[src/rtl/io_rs_pkg.sv]
package io_rs_pkg;
  localparam logic [5:0] GP_BASE    = 6'h08;
  localparam logic [5:0] ST_ADDR    = 6'h0C;
  localparam logic [7:0] DS_OFFSET  = 8'h20;
  localparam logic [7:0] DS_IO_END  = 8'h60;
  localparam int         IO_SPAN    = 64;
  localparam int         BIT_SPAN   = 32;

  typedef enum logic [1:0] {
    BOP_SET  = 2'b00,
    BOP_CLR  = 2'b01,
    BOP_TST  = 2'b10,
    BOP_TST2 = 2'b11
  } bit_op_e;
endpackage

[src/rtl/io_rs_decode.sv]
module io_rs_decode
  import io_rs_pkg::*;
#(
  parameter int NGP = 3
) (
  input  logic            hit,
  input  logic [5:0]      io_addr,
  output logic [NGP:0]    sel
);
  always_comb begin
    sel = '0;
    for (int i = 0; i < NGP; i++) begin
      if (hit && io_addr == GP_BASE + 6'(i)) sel[i] = 1'b1;
    end
    if (hit && io_addr == ST_ADDR) sel[NGP] = 1'b1;
  end
endmodule

[src/rtl/io_rs_gpreg.sv]
module io_rs_gpreg #(
  parameter int DW = 8
) (
  input  logic          clk,
  input  logic          rst_n,
  input  logic          we,
  input  logic [DW-1:0] mask,
  input  logic [DW-1:0] val,
  output logic [DW-1:0] q
);
  always_ff @(posedge clk or negedge rst_n) begin
    if (!rst_n)  q <= '0;
    else if (we) q <= (q & ~mask) | (val & mask);
  end
endmodule

[src/rtl/io_rs_w1c.sv]
module io_rs_w1c #(
  parameter int DW = 8
) (
  input  logic          clk,
  input  logic          rst_n,
  input  logic          we,
  input  logic [DW-1:0] mask,
  input  logic [DW-1:0] val,
  input  logic [DW-1:0] hw_set,
  output logic [DW-1:0] q
);
  logic [DW-1:0] clr;
  assign clr = we ? (mask & val) : '0;

  always_ff @(posedge clk or negedge rst_n) begin
    if (!rst_n) q <= '0;
    else        q <= (q & ~clr) | hw_set;
  end
endmodule

[src/rtl/io_regspace.sv]
module io_regspace
  import io_rs_pkg::*;
#(
  parameter int NGP = 3,
  parameter int DW  = 8
) (
  input  logic                  clk,
  input  logic                  rst_n,
  input  logic                  port_en,
  input  logic                  port_we,
  input  logic [7:0]            port_addr,
  input  logic [DW-1:0]         port_wdata,
  output logic [DW-1:0]         port_rdata,
  input  logic                  ds_en,
  input  logic                  ds_we,
  input  logic [7:0]            ds_addr,
  input  logic [DW-1:0]         ds_wdata,
  output logic [DW-1:0]         ds_rdata,
  input  logic                  bit_en,
  input  logic [1:0]            bit_op,
  input  logic [5:0]            bit_addr,
  input  logic [$clog2(DW)-1:0] bit_idx,
  output logic                  bit_val,
  input  logic [DW-1:0]         flag_set,
  output logic                  acc_err
);
  localparam int NSLOT = NGP + 1;

  logic             port_ok, port_bad, ds_io, bit_ok, bit_bad, bit_wr;
  logic [7:0]       ds_off;
  logic [NSLOT-1:0] sel_port, sel_ds, sel_bit, wr_sel;
  logic [DW-1:0]    wr_mask, wr_val, bit_byte;
  logic [DW-1:0]    slot_q [NSLOT];
  logic [NGP*DW-1:0] gp_flat;
  logic [DW-1:0]    st_q;

  assign port_ok  = port_en && (port_addr < 8'(IO_SPAN));
  assign port_bad = port_en && !port_ok;
  assign ds_io    = ds_en && (ds_addr >= DS_OFFSET) && (ds_addr < DS_IO_END);
  assign ds_off   = ds_addr - DS_OFFSET;
  assign bit_ok   = bit_en && (bit_addr < 6'(BIT_SPAN));
  assign bit_bad  = bit_en && !bit_ok;
  assign bit_wr   = bit_ok && (bit_op == BOP_SET || bit_op == BOP_CLR);
  assign acc_err  = port_bad || bit_bad;

  io_rs_decode #(.NGP(NGP)) u_dec_port (.hit(port_ok), .io_addr(port_addr[5:0]), .sel(sel_port));
  io_rs_decode #(.NGP(NGP)) u_dec_ds   (.hit(ds_io),   .io_addr(ds_off[5:0]),    .sel(sel_ds));
  io_rs_decode #(.NGP(NGP)) u_dec_bit  (.hit(bit_ok),  .io_addr(bit_addr),       .sel(sel_bit));

  always_comb begin
    port_rdata = '0;
    ds_rdata   = '0;
    bit_byte   = '0;
    for (int s = 0; s < NSLOT; s++) begin
      port_rdata |= sel_port[s] ? slot_q[s] : '0;
      ds_rdata   |= sel_ds[s]   ? slot_q[s] : '0;
      bit_byte   |= sel_bit[s]  ? slot_q[s] : '0;
    end
  end

  assign bit_val = bit_ok && bit_byte[bit_idx];

  always_comb begin
    wr_sel  = '0;
    wr_mask = '0;
    wr_val  = '0;
    if (bit_wr) begin
      wr_sel  = sel_bit;
      wr_mask = DW'(1) << bit_idx;
      wr_val  = (bit_op == BOP_SET) ? '1 : '0;
    end else if (port_ok && port_we) begin
      wr_sel  = sel_port;
      wr_mask = '1;
      wr_val  = port_wdata;
    end else if (ds_io && ds_we) begin
      wr_sel  = sel_ds;
      wr_mask = '1;
      wr_val  = ds_wdata;
    end
  end

  for (genvar g = 0; g < NGP; g++) begin : g_gp
    io_rs_gpreg #(.DW(DW)) u_gp (
      .clk(clk), .rst_n(rst_n), .we(wr_sel[g]),
      .mask(wr_mask), .val(wr_val), .q(slot_q[g])
    );
    assign gp_flat[g*DW +: DW] = slot_q[g];
  end

  io_rs_w1c #(.DW(DW)) u_status (
    .clk(clk), .rst_n(rst_n), .we(wr_sel[NGP]),
    .mask(wr_mask), .val(wr_val), .hw_set(flag_set), .q(slot_q[NGP])
  );
  assign st_q = slot_q[NGP];
endmodule

[config.mk]
export PLATFORM = sky130hd
export DESIGN_NAME = io_regspace
export DESIGN_NICKNAME = d
export VERILOG_FILES = /design/src/rtl/io_rs_pkg.sv /design/src/rtl/io_rs_decode.sv /design/src/rtl/io_rs_gpreg.sv /design/src/rtl/io_rs_w1c.sv /design/src/rtl/io_regspace.sv
export SDC_FILE = /design/constraint.sdc
export NUM_CORES = 1
export LEC_CHECK = 0
export BUFFER_PORTS_ARGS = -buffer_cell sky130_fd_sc_hd__buf_2
export CORE_MARGIN = 4
export CORE_UTILIZATION = 40
export DETAILED_ROUTE_END_ITERATION = 6
export GPL_TIMING_DRIVEN = 0
export HOLD_SLACK_MARGIN = 0.1
export PLACE_DENSITY = 0.67
export SLEW_MARGIN = 15
export SYNTH_ARGS = -nofsm -noshare
export SYNTH_HDL_FRONTEND = slang
export SYNTH_HIERARCHICAL = 1
export SYNTH_SLANG_ARGS = --single-unit
[constraint.sdc]
create_clock -name clk -period 3 [get_ports clk]
set_input_delay 0.15 -clock clk [delete_from_list [all_inputs] [get_ports clk]]
set_output_delay 0.15 -clock clk [all_outputs]
set_load 0.02 [all_outputs]
==> results of run 1 <==
-- where the power goes --
group,switching [mW],internal (mW),total [mW]
Clock,0.159,0.183,0.342
Combinational,0.0971,0.116,0.213
Sequential,0.0446,0.469,0.513
Total,0.300,0.767,1.07
-- cell type report --
cell class              count  share of cell area
plain buffers              22              0.0420
clock buffers               6              0.0259
clock inverters             2             0.00314
inverters                   1             0.00118
multi-input cells         233               0.501
flip-flops and latches     32               0.251
well taps                  75              0.0294
repair buffers             84               0.146
-- layer usage --
metal | vias up | wire [um]
met5 | - | 0
met1 | 1307 | 3480
li1 | 1256 | -
met4 | 0 | 131
met3 | 14 | 583
met2 | 110 | 4020
-- final timing paths --
| check | slack [ps] | cells past startpoint | start | end |
|---|---|---|---|---|
| hold reg to reg | 550 | 1 | u_status/q[7] | u_status/q[7] |
| max in group asynchronous | 2100 | 2 | rst_n | u_status/q[7] |
| setup / recovery | 280 | 11 | bit_addr[5] | bit_val |
| setup reg to reg | 2190 | 1 | flop | flop |
| min in group asynchronous | 450 | 2 | rst_n | asynchronous set/reset pin |
| hold / removal | 380 | 5 | ds_wdata[0] | u_status/q[0] |
-- kinds of logic after synthesis --
| family | count (synthesis) | share of synthesized area |
|---|---|---|
| simple gates | 118 | 0.240 |
| compound gates | 90 | 0.245 |
| flops | 32 | 0.316 |
| mux | 24 | 0.142 |
| buf+inv | 23 | 0.0543 |
| xor+xnor | 1 | 0.00345 |
-- synth_stat cells (all sizes together), types with 4 or more instances --
master,count
a21o,8
a21oi,18
a221oi,5
a22oi,41
a31oi,4
buf,15
clkbuf,7
dfrtp,32
mux2,24
nand2,58
nand2b,4
nand3,20
nor2,11
o21ai,8
-- worst max-delay path: cells and delay by family --
family	cells	cell delay (ps)
compound gates	4	610
buf+inv	3	620
simple gates	4	1180
-- stage by stage --
stage / instances / hold WS (ps) / power [mW] / worst slack [ps] / util
3_3_place_gp: 438 / 237 / 0.716 / 289 / 0.499
2_1_floorplan: 288 / -146 / 0.631 / 865 / -
6_report: 455 / 384 / 1.07 / 285 / 0.529
3_5_place_dp: 438 / 238 / 0.723 / 268 / 0.499
4_1_cts: 455 / 385 / 1.08 / 327 / 0.529
5_1_grt: 455 / 421 / 1.13 / 44.9 / 0.529
-- placed cells by master (no fill, tap or decap), types with 5 or more instances in the layout --
| master | count |
|---|---|
| buf_2 | 83 |
| nand2_1 | 58 |
| a22oi_1 | 41 |
| dfrtp_1 | 32 |
| mux2_4 | 24 |
| nand3_1 | 19 |
| a21oi_1 | 18 |
| nor2_1 | 11 |
| dlygate4sd3_1 | 9 |
| a21o_1 | 8 |
| clkbuf_1 | 7 |
| clkbuf_8 | 6 |
| buf_6 | 5 |
| o21ai_0 | 5 |
| a221oi_1 | 5 |
==> qor.csv, run 1 <==
metric,value,unit
outcome,"finished, final reports clean",
CTS Buf Count,5,
Slew HR,0.527,
Synth area leader,dfrtp_1,
leak pwr,1.47,nW
"EDFF count, synth",0,
fillers,590,
CTS tree,yes,
sequential area share after synthesis,0.316,
clock sinks,32,
Antenna Violating Nets Remaining,0,
highest clock rate,368,MHz
FF+latch area,801,um^2
die footprint,7680,um^2
"FFs w/ async S/R, synth",1.00,
proportion of layout cells with a drive suffix above 1,0.347,
gr busiest metal,met2,
DRC,0,
largest net degree at the start of global routing,33,
ys flop type,dfrtp_1,
CTS Buffer Depth,2,
Yosys cell types,38,
Crit Path Class,in2out,
worst path required time,2850,ps
area of the multi-input gates,1600,um^2
Post-DP Area,3010,um^2
io pins,76,
largest stage delay on the critical path,410,ps
crit path capture type,output port,
Final period util,0.905,
H-tree levels,2,
# diodes,0,
top-area cell type share of the netlist area,0.316,
port bufs,75,
Synth area leaders,"dfrtp_1, mux2_4, a22oi_1",
crit-path cells,buf_2 > nor2b_1 > or3b_1 > nor4_1 > buf_2 > a22oi_1 > and3_1 > a21oi_1 > o2111ai_1 > a21boi_1 > buf_2,
Area Overhead vs Synth,25.7,%
Setup-failing EPs final,0,
Slew @ Worst Pin,709,ps
Hold Path Class,in2reg,
#FFs+latches synth,32,
number of global-route vias before repair,2610,
fin. max-slew vios,0,
final WL,8220,um
clk_skew,0,ps
# rows,28,
Most common cell on crit path,buf_2,
unrepaired setup endpoints after global routing,false,
startpoint types,input port,
routability-driven placement congestion ratio,0.838,
GR Layer Usage met1,0.299,
Vias/cell,5.91,
minimum clock period,2720,ps
Yosys warnings,6,
VDD IR-drop max,0.264,mV
post-CTS sizing,0,
initial drt markers,240,
Final HPWL DP,6080,um
met2 Usage GRT,0.366,
postcts setup bufs,0,
clock-pin slew on the worst setup and hold paths,60,ps
Die X,87.6,um
Chip Height,87.6,um
initial antenna violation count,0,
first-pass GRT wire length,13100,um
GRT Total Usage,0.224,
CP max-delay cell,or3b_1,
max-cap violations,0,
final instance area,3190,um^2
Synth Instances,288,
met3 GRT Util,0.0395,
GRT overflow,0,
Netlist Area Pre-Place,2540,um^2
hold_buf cts,9,
crit-path max FO,9,
Via Count,2687,
synthesized net count,346,
"Avg Cell Area, Syn",8.81,um^2
router iterations before antenna repair,5,
"Hold Vio Cnt, Final",0,
clk root buf,clkbuf_8,
Initial Utilization,0.421,
routed length per instance,18.1,um
core area,6030,um^2
P per Cell Area,335,nW/um^2
worst-skew pair later-pin latency,280,ps
setup TNS,0,ps
Layout Nets,437,
WP data arrival,2570,ps
Note: power is estimated with default switching activity, not from simulation.
==> run 2, diff against run 1 <==
--- a/config.mk
+++ b/config.mk
@@ -6,12 +6,14 @@
 export NUM_CORES = 1
 export LEC_CHECK = 0
 export BUFFER_PORTS_ARGS = -buffer_cell sky130_fd_sc_hd__buf_2
+export CAP_MARGIN = 20
 export CORE_MARGIN = 4
 export CORE_UTILIZATION = 40
 export DETAILED_ROUTE_END_ITERATION = 6
 export GPL_TIMING_DRIVEN = 0
 export HOLD_SLACK_MARGIN = 0.1
-export PLACE_DENSITY = 0.67
+export MAX_ROUTING_LAYER = met4
+export PLACE_DENSITY = 0.71
 export SLEW_MARGIN = 15
 export SYNTH_ARGS = -nofsm -noshare
 export SYNTH_HDL_FRONTEND = slang
==> run 2 against run 1 <==
Compared with the run above: via count rose by 2.1%; global-route usage rose by 0.35 points; sequential power barely moved; critical path depth did not move; sequential cell count did not move; non-clock buffer count did not move; cell count did not move.
==> qor.csv, run 2 (synthesis results as in run 1) <==
metric,value,unit,change
clock-pin slew on the worst setup and hold paths,60,ps,about the same
outcome,"finished, final reports clean",,
worst path required time,2850,ps,about the same
most frequent cells in the layout,"buf_2, nand2_1, a22oi_1, dfrtp_1, mux2_4",,
VDD IR-drop max,0.219,mV,-17%
Setup-failing EPs final,0,,unchanged
initial antenna violation count,0,,unchanged
"commonest non-fill, non-tap cell in the layout",buf_2,,
met3 GRT Util,0.0348,,-0.00470
clock sinks,32,,unchanged
crit path capture type,output port,,
Final HPWL DP,6000,um,-1.3%
min-delay src,ds_wdata[5],,
Chip Height,87.6,um,unchanged
"Hold Vio Cnt, Final",0,,unchanged
Initial Utilization,0.421,,unchanged
post-CTS sizing,0,,unchanged
final WL,8360,um,+1.7%
io pins,76,,unchanged
"Core Util, Final",0.529,,about the same
WP data arrival,2540,ps,-30 ps
GR Layer Usage met1,0.292,,-0.00704
CTS Buf Count,5,,unchanged
Non-Filler Instances,455,,unchanged
GRT Total Usage,0.228,,+0.00347
Layout Nets,437,,unchanged
leak pwr,1.46,nW,-0.37%
core area,6030,um^2,unchanged
clk_skew,0,ps,unchanged
proportion of layout cells with a drive suffix above 1,0.342,,-0.00526
setup TNS,0,ps,unchanged
initial drt markers,242,,+0.83%
H-tree levels,2,,unchanged
CTS Buffer Depth,2,,unchanged
met2 Usage GRT,0.360,,-0.00616
Slew HR,0.512,,-0.0149
P per Cell Area,335,nW/um^2,about the same
# diodes,0,,unchanged
routability-driven placement congestion ratio,0.885,,+5.6%
die footprint,7680,um^2,unchanged
dpl ws,241,ps,-26.2 ps
Crit Path Class,in2out,,
worst-skew pair later-pin latency,280,ps,about the same
DRC,0,,unchanged
# rows,28,,unchanged
GRT overflow,0,,unchanged
fillers,579,,-1.9%
hold_ws,394,ps,+9.32 ps
routed length per instance,18.4,um,+1.7%
gr busiest metal,met2,,
largest net degree at the start of global routing,33,,unchanged
Area Overhead vs Synth,25.6,%,about the same
Slew @ Worst Pin,731,ps,+22.3 ps
number of global-route vias before repair,2546,,-2.5%
Vias/cell,6.03,,+2.1%
max-cap violations,0,,unchanged
Die X,87.6,um,unchanged
clk root buf,clkbuf_8,,
Hold Path Class,in2reg,,
router iterations before antenna repair,5,,unchanged
Antenna Violating Nets Remaining,0,,unchanged
Via Count,2744,,+2.1%
port bufs,75,,unchanged
unrepaired setup endpoints after global routing,false,,
minimum clock period,2690,ps,-20.9 ps
CP Launch Point,bit_addr[5],,
post-layout worst setup margin,305,ps,+20.9 ps
crit-path max FO,9,,unchanged
placed insts,438,,unchanged
fin. max-slew vios,0,,unchanged
Final period util,0.898,,-0.00697
"setup slack, reg-to-reg",2190,ps,about the same
startpoint types,input port,,
highest clock rate,371,MHz,+0.78%
CTS tree,yes,,
first-pass GRT wire length,12800,um,-2.2%
run 2: routing by layer:
layer	part of all wire	wire length, um
met5	0	0
met4	0.024	201
met3	0.085	709
met2	0.48	3990
met1	0.41	3460
run 2: layout make-up:
| class | instances | area (um^2) | share of cell area |
|---|---|---|---|
| Buffer | 22 | 134 | 0.0420 |
| Clock buffer | 8 | 90.1 | 0.0283 |
| Inverter | 1 | 3.75 | 0.00118 |
| Multi-Input combinational cell | 233 | 1600 | 0.502 |
| Sequential cell | 32 | 801 | 0.251 |
| Tap cell | 75 | 93.8 | 0.0295 |
| Timing Repair Buffer | 84 | 465 | 0.146 |
run 2: what timing repair did:
item | in CTS | in global routing
endpoints found under the hold margin | 40 | 0
setup endpoints to repair | 0 | 0
hold buffers | 9 | 0
setup buffers | 0 | 0
run 2: critical path, stage by stage:
cell and delay (ps):
buf_2 120, nor2b_1 320, or3b_1 410, nor4_1 260
buf_2 290, a22oi_1 90, and3_1 190, a21oi_1 180
o2111ai_1 140, a21boi_1 180, buf_2 190
run 2: report_power, final:
part,switching [mW],leakage (nW),internal [mW]
registers,0.0444,0.398,0.469
logic,0.0985,1.02,0.116
clock network,0.151,0.0455,0.187
total,0.294,1.46,0.771
run 2: final timing paths:
path	end	depth (start not counted)
setup / recovery	bit_val	11
hold / removal	u_status/q[5]	5
setup reg to reg	flop	1
hold reg to reg	u_status/q[7]	1
max in group asynchronous	asynchronous set/reset pin	2
min in group asynchronous	asynchronous set/reset pin	2
run 2: through the flow:
step	total power, mW	area (um^2)
after CTS	1.07	3190
after floorplan	0.631	2540
after global placement	0.716	3010
after global routing	1.11	3190
final	1.07	3190
after detailed placement	0.722	3010
==> run 3, diff against run 2 <==
--- a/config.mk
+++ b/config.mk
@@ -13,9 +13,8 @@
 export GPL_TIMING_DRIVEN = 0
 export HOLD_SLACK_MARGIN = 0.1
 export MAX_ROUTING_LAYER = met4
-export PLACE_DENSITY = 0.71
+export PLACE_DENSITY = 0.7
 export SLEW_MARGIN = 15
 export SYNTH_ARGS = -nofsm -noshare
 export SYNTH_HDL_FRONTEND = slang
-export SYNTH_HIERARCHICAL = 1
 export SYNTH_SLANG_ARGS = --single-unit
==> run 3 against run 2 <==
Compared with the run above: design area up 2.7%; global-route usage up 0.69 points; core utilization down 1.3 points; synthesized area up 3.4%; combinational power about the same; total power down 0.35%; cell count down 2.9%; clock-buffer cell count down 1; critical path depth down 4; clock power up 6.8%; critical path type unchanged; critical endpoint is now ds_rdata[6]; highest routed layer unchanged.
==> qor.csv, run 3 <==
metric,value,unit,change
met3 WL,943,um,+33%
largest net degree at the start of global routing,33,,unchanged
Chip Height,89.0,um,+1.5%
placed insts,425,,-3.0%
min-delay src,port_wdata[1],,
port bufs,74,,-1.3%
proportion of layout cells with a drive suffix above 1,0.351,,+0.00858
outcome,"finished, final reports clean",,
Clk network pwr share,0.340,,+0.023
Yosys warnings,0,,-6
CTS tree,yes,,
register share of total power,0.457,,-0.025
Antenna Violating Nets Remaining,0,,unchanged
"EDFF count, synth",0,,unchanged
io pins,76,,unchanged
top-area cell type share of the netlist area,0.305,,-0.0102
#FFs+latches synth,32,,unchanged
Synth area leaders,"dfrtp_1, nand2_1, nand3_1",,
Crit Path Class,in2out,,
router iterations before antenna repair,7,,+2
area of the multi-input gates,1740,um^2,+8.7%
fillers,598,,+3.3%
ys flop type,dfrtp_1,,
initial antenna violation count,0,,unchanged
met1 WL,3750,um,+8.4%
Slew HR,0.248,,-0.264
"Hold Vio Cnt, Final",0,,unchanged
unrepaired setup endpoints after global routing,false,,
Area Overhead vs Synth,24.8,%,
core area,6350,um^2,+5.4%
Layout Nets,422,,-3.4%
Final period util,0.798,,-0.0999
initial drt markers,257,,+6.2%
Slew @ Worst Pin,1120,ps,+394 ps
clock sinks,32,,unchanged
# rows,29,,+3.6%
fin. max-slew vios,0,,unchanged
"Avg Cell Area, Syn",9.57,um^2,+8.6%
synthesized net count,332,,-4.0%
DRC,0,,unchanged
clk root buf,clkbuf_8,,
sequential area share after synthesis,0.305,,-0.0102
GRT overflow,0,,unchanged
Net Switching,318,uW,+8.1%
first-pass GRT wire length,13400,um,+4.7%
max layer used,met4,,
Power Total,1.06,mW,-0.35%
worst path required time,2850,ps,about the same
clk_skew,0,ps,unchanged
max-cap violations,0,,unchanged
"FFs w/ async S/R, synth",1.00,,unchanged
CTS Buf Count,5,,unchanged
Comb pwr share,0.203,,+0.002
Synth Instances,274,,-4.9%
Initial Utilization,0.413,,-0.00808
clock-pin slew on the worst setup and hold paths,70,ps,about the same
GRT Total Usage,0.235,,+0.00688
# diodes,0,,unchanged
crit-path max FO,8,,-1
Setup-failing EPs final,0,,unchanged
hold_ws,258,ps,-136 ps
worst-skew pair later-pin latency,290,ps,about the same
Yosys cell types,59,,+55%
final WL,8950,um,+7.1%
H-tree levels,2,,unchanged
Vias/cell,6.33,,+4.9%
postcts setup bufs,0,,unchanged
Die X,89.0,um,+1.5%
leak pwr,1.49,nW,+1.9%
minimum clock period,2390,ps,-300 ps
WP data arrival,2240,ps,-300 ps
"commonest non-fill, non-tap cell in the layout",buf_2,,
total length of routed met2 wires,3990,um,about the same
Synth area leader,dfrtp_1,,
VDD IR-drop max,0.238,mV,+9.0%
routability-driven placement congestion ratio,0.895,,+1.2%
FF+latch area,801,um^2,unchanged
crit path capture type,output port,,
Netlist Area Pre-Place,2620,um^2,+3.4%
die footprint,7910,um^2,+3.0%
most frequent cells in the layout,"buf_2, nand2_1, dfrtp_1, nand3_1, a22oi_1",,
P per Cell Area,325,nW/um^2,-3.0%
Hold Path Class,in2reg,,
startpoint types,input port,,
Final HPWL DP,6150,um,+2.7%
routed length per instance,20.2,um,+10%
Non-Filler Instances,442,,-2.9%
switching share of power,0.300,,+0.0235
most numerous cell in the Yosys netlist,nand2_1,,
list of most frequent post-synthesis cells,"nand2_1, dfrtp_1, nand3_1",,
CP Launch Point,ds_addr[4],,
internal power,744,uW,-3.6%
Via Count,2796,,+1.9%
CTS Buffer Depth,2,,unchanged
setup TNS,0,ps,unchanged
number of global-route vias before repair,2603,,+2.2%
highest clock rate,418,MHz,+13%
-- run 3: layout make-up --
cell class,instances,area share
multi-input cells,228,0.531
flip-flops and latches,32,0.245
repair buffers,83,0.141
well taps,77,0.0294
clock buffers,7,0.0264
plain buffers,13,0.0245
clock inverters,1,0.00229
inverters,1,0.00115
-- run 3: timing repair --
item	4_1_cts	5_1_grt
endpoints found under the hold margin	40	0
resized for setup	0	0
hold buffers	9	0
-- run 3: cell families after synthesis --
family / Yosys count / share of synthesized area
flip-flops: 32 / 0.305
multiplexers: 32 / 0.145
XOR/XNOR: 2 / 0.00668
buffers and inverters: 14 / 0.0320
AND/OR/NAND/NOR: 122 / 0.277
AO/OA/AOI/OAI: 72 / 0.234
-- run 3: power by group through the flow --
stage          Clock, mW  Sequential (mW)  Combinational (mW)
2_1_floorplan          0            0.484               0.117
3_3_place_gp           0            0.490               0.201
3_5_place_dp           0            0.492               0.204
4_1_cts            0.365            0.483               0.214
5_1_grt            0.389            0.489               0.235
6_report           0.361            0.486               0.215
-- run 3: routing by layer --
layer  GRT usage  vias to the layer above
li1            -                     1274
met1       0.310                     1318
met2       0.353                      178
met3      0.0433                       26
met4       0.100                        0
met5           -                        -
-- run 3: worst paths after layout --
path,depth (start not counted),slack (ps),to
max,7,610,ds_rdata[6]
min,3,260,flop
max reg2reg,1,2140,flop
min reg2reg,1,550,flop
max in group asynchronous,2,2040,asynchronous set/reset pin
min in group asynchronous,2,470,asynchronous set/reset pin
-- run 3: worst max-delay path, cell delays in order --
cell and delay (ps):
buf_2 100, nor4b_1 300, nand3_1 180, nor4b_2 980, a222oi_1 230, nand2_1 130, buf_2 170
-- run 3: per-stage QoR --
step	worst slack (ps)	instance area, um^2	utilization
final	605	3270	0.515
after detailed placement	671	3090	0.486
after floorplan	1300	2620	-
after global placement	741	3090	0.486
after global routing	540	3270	0.515
after CTS	667	3270	0.515
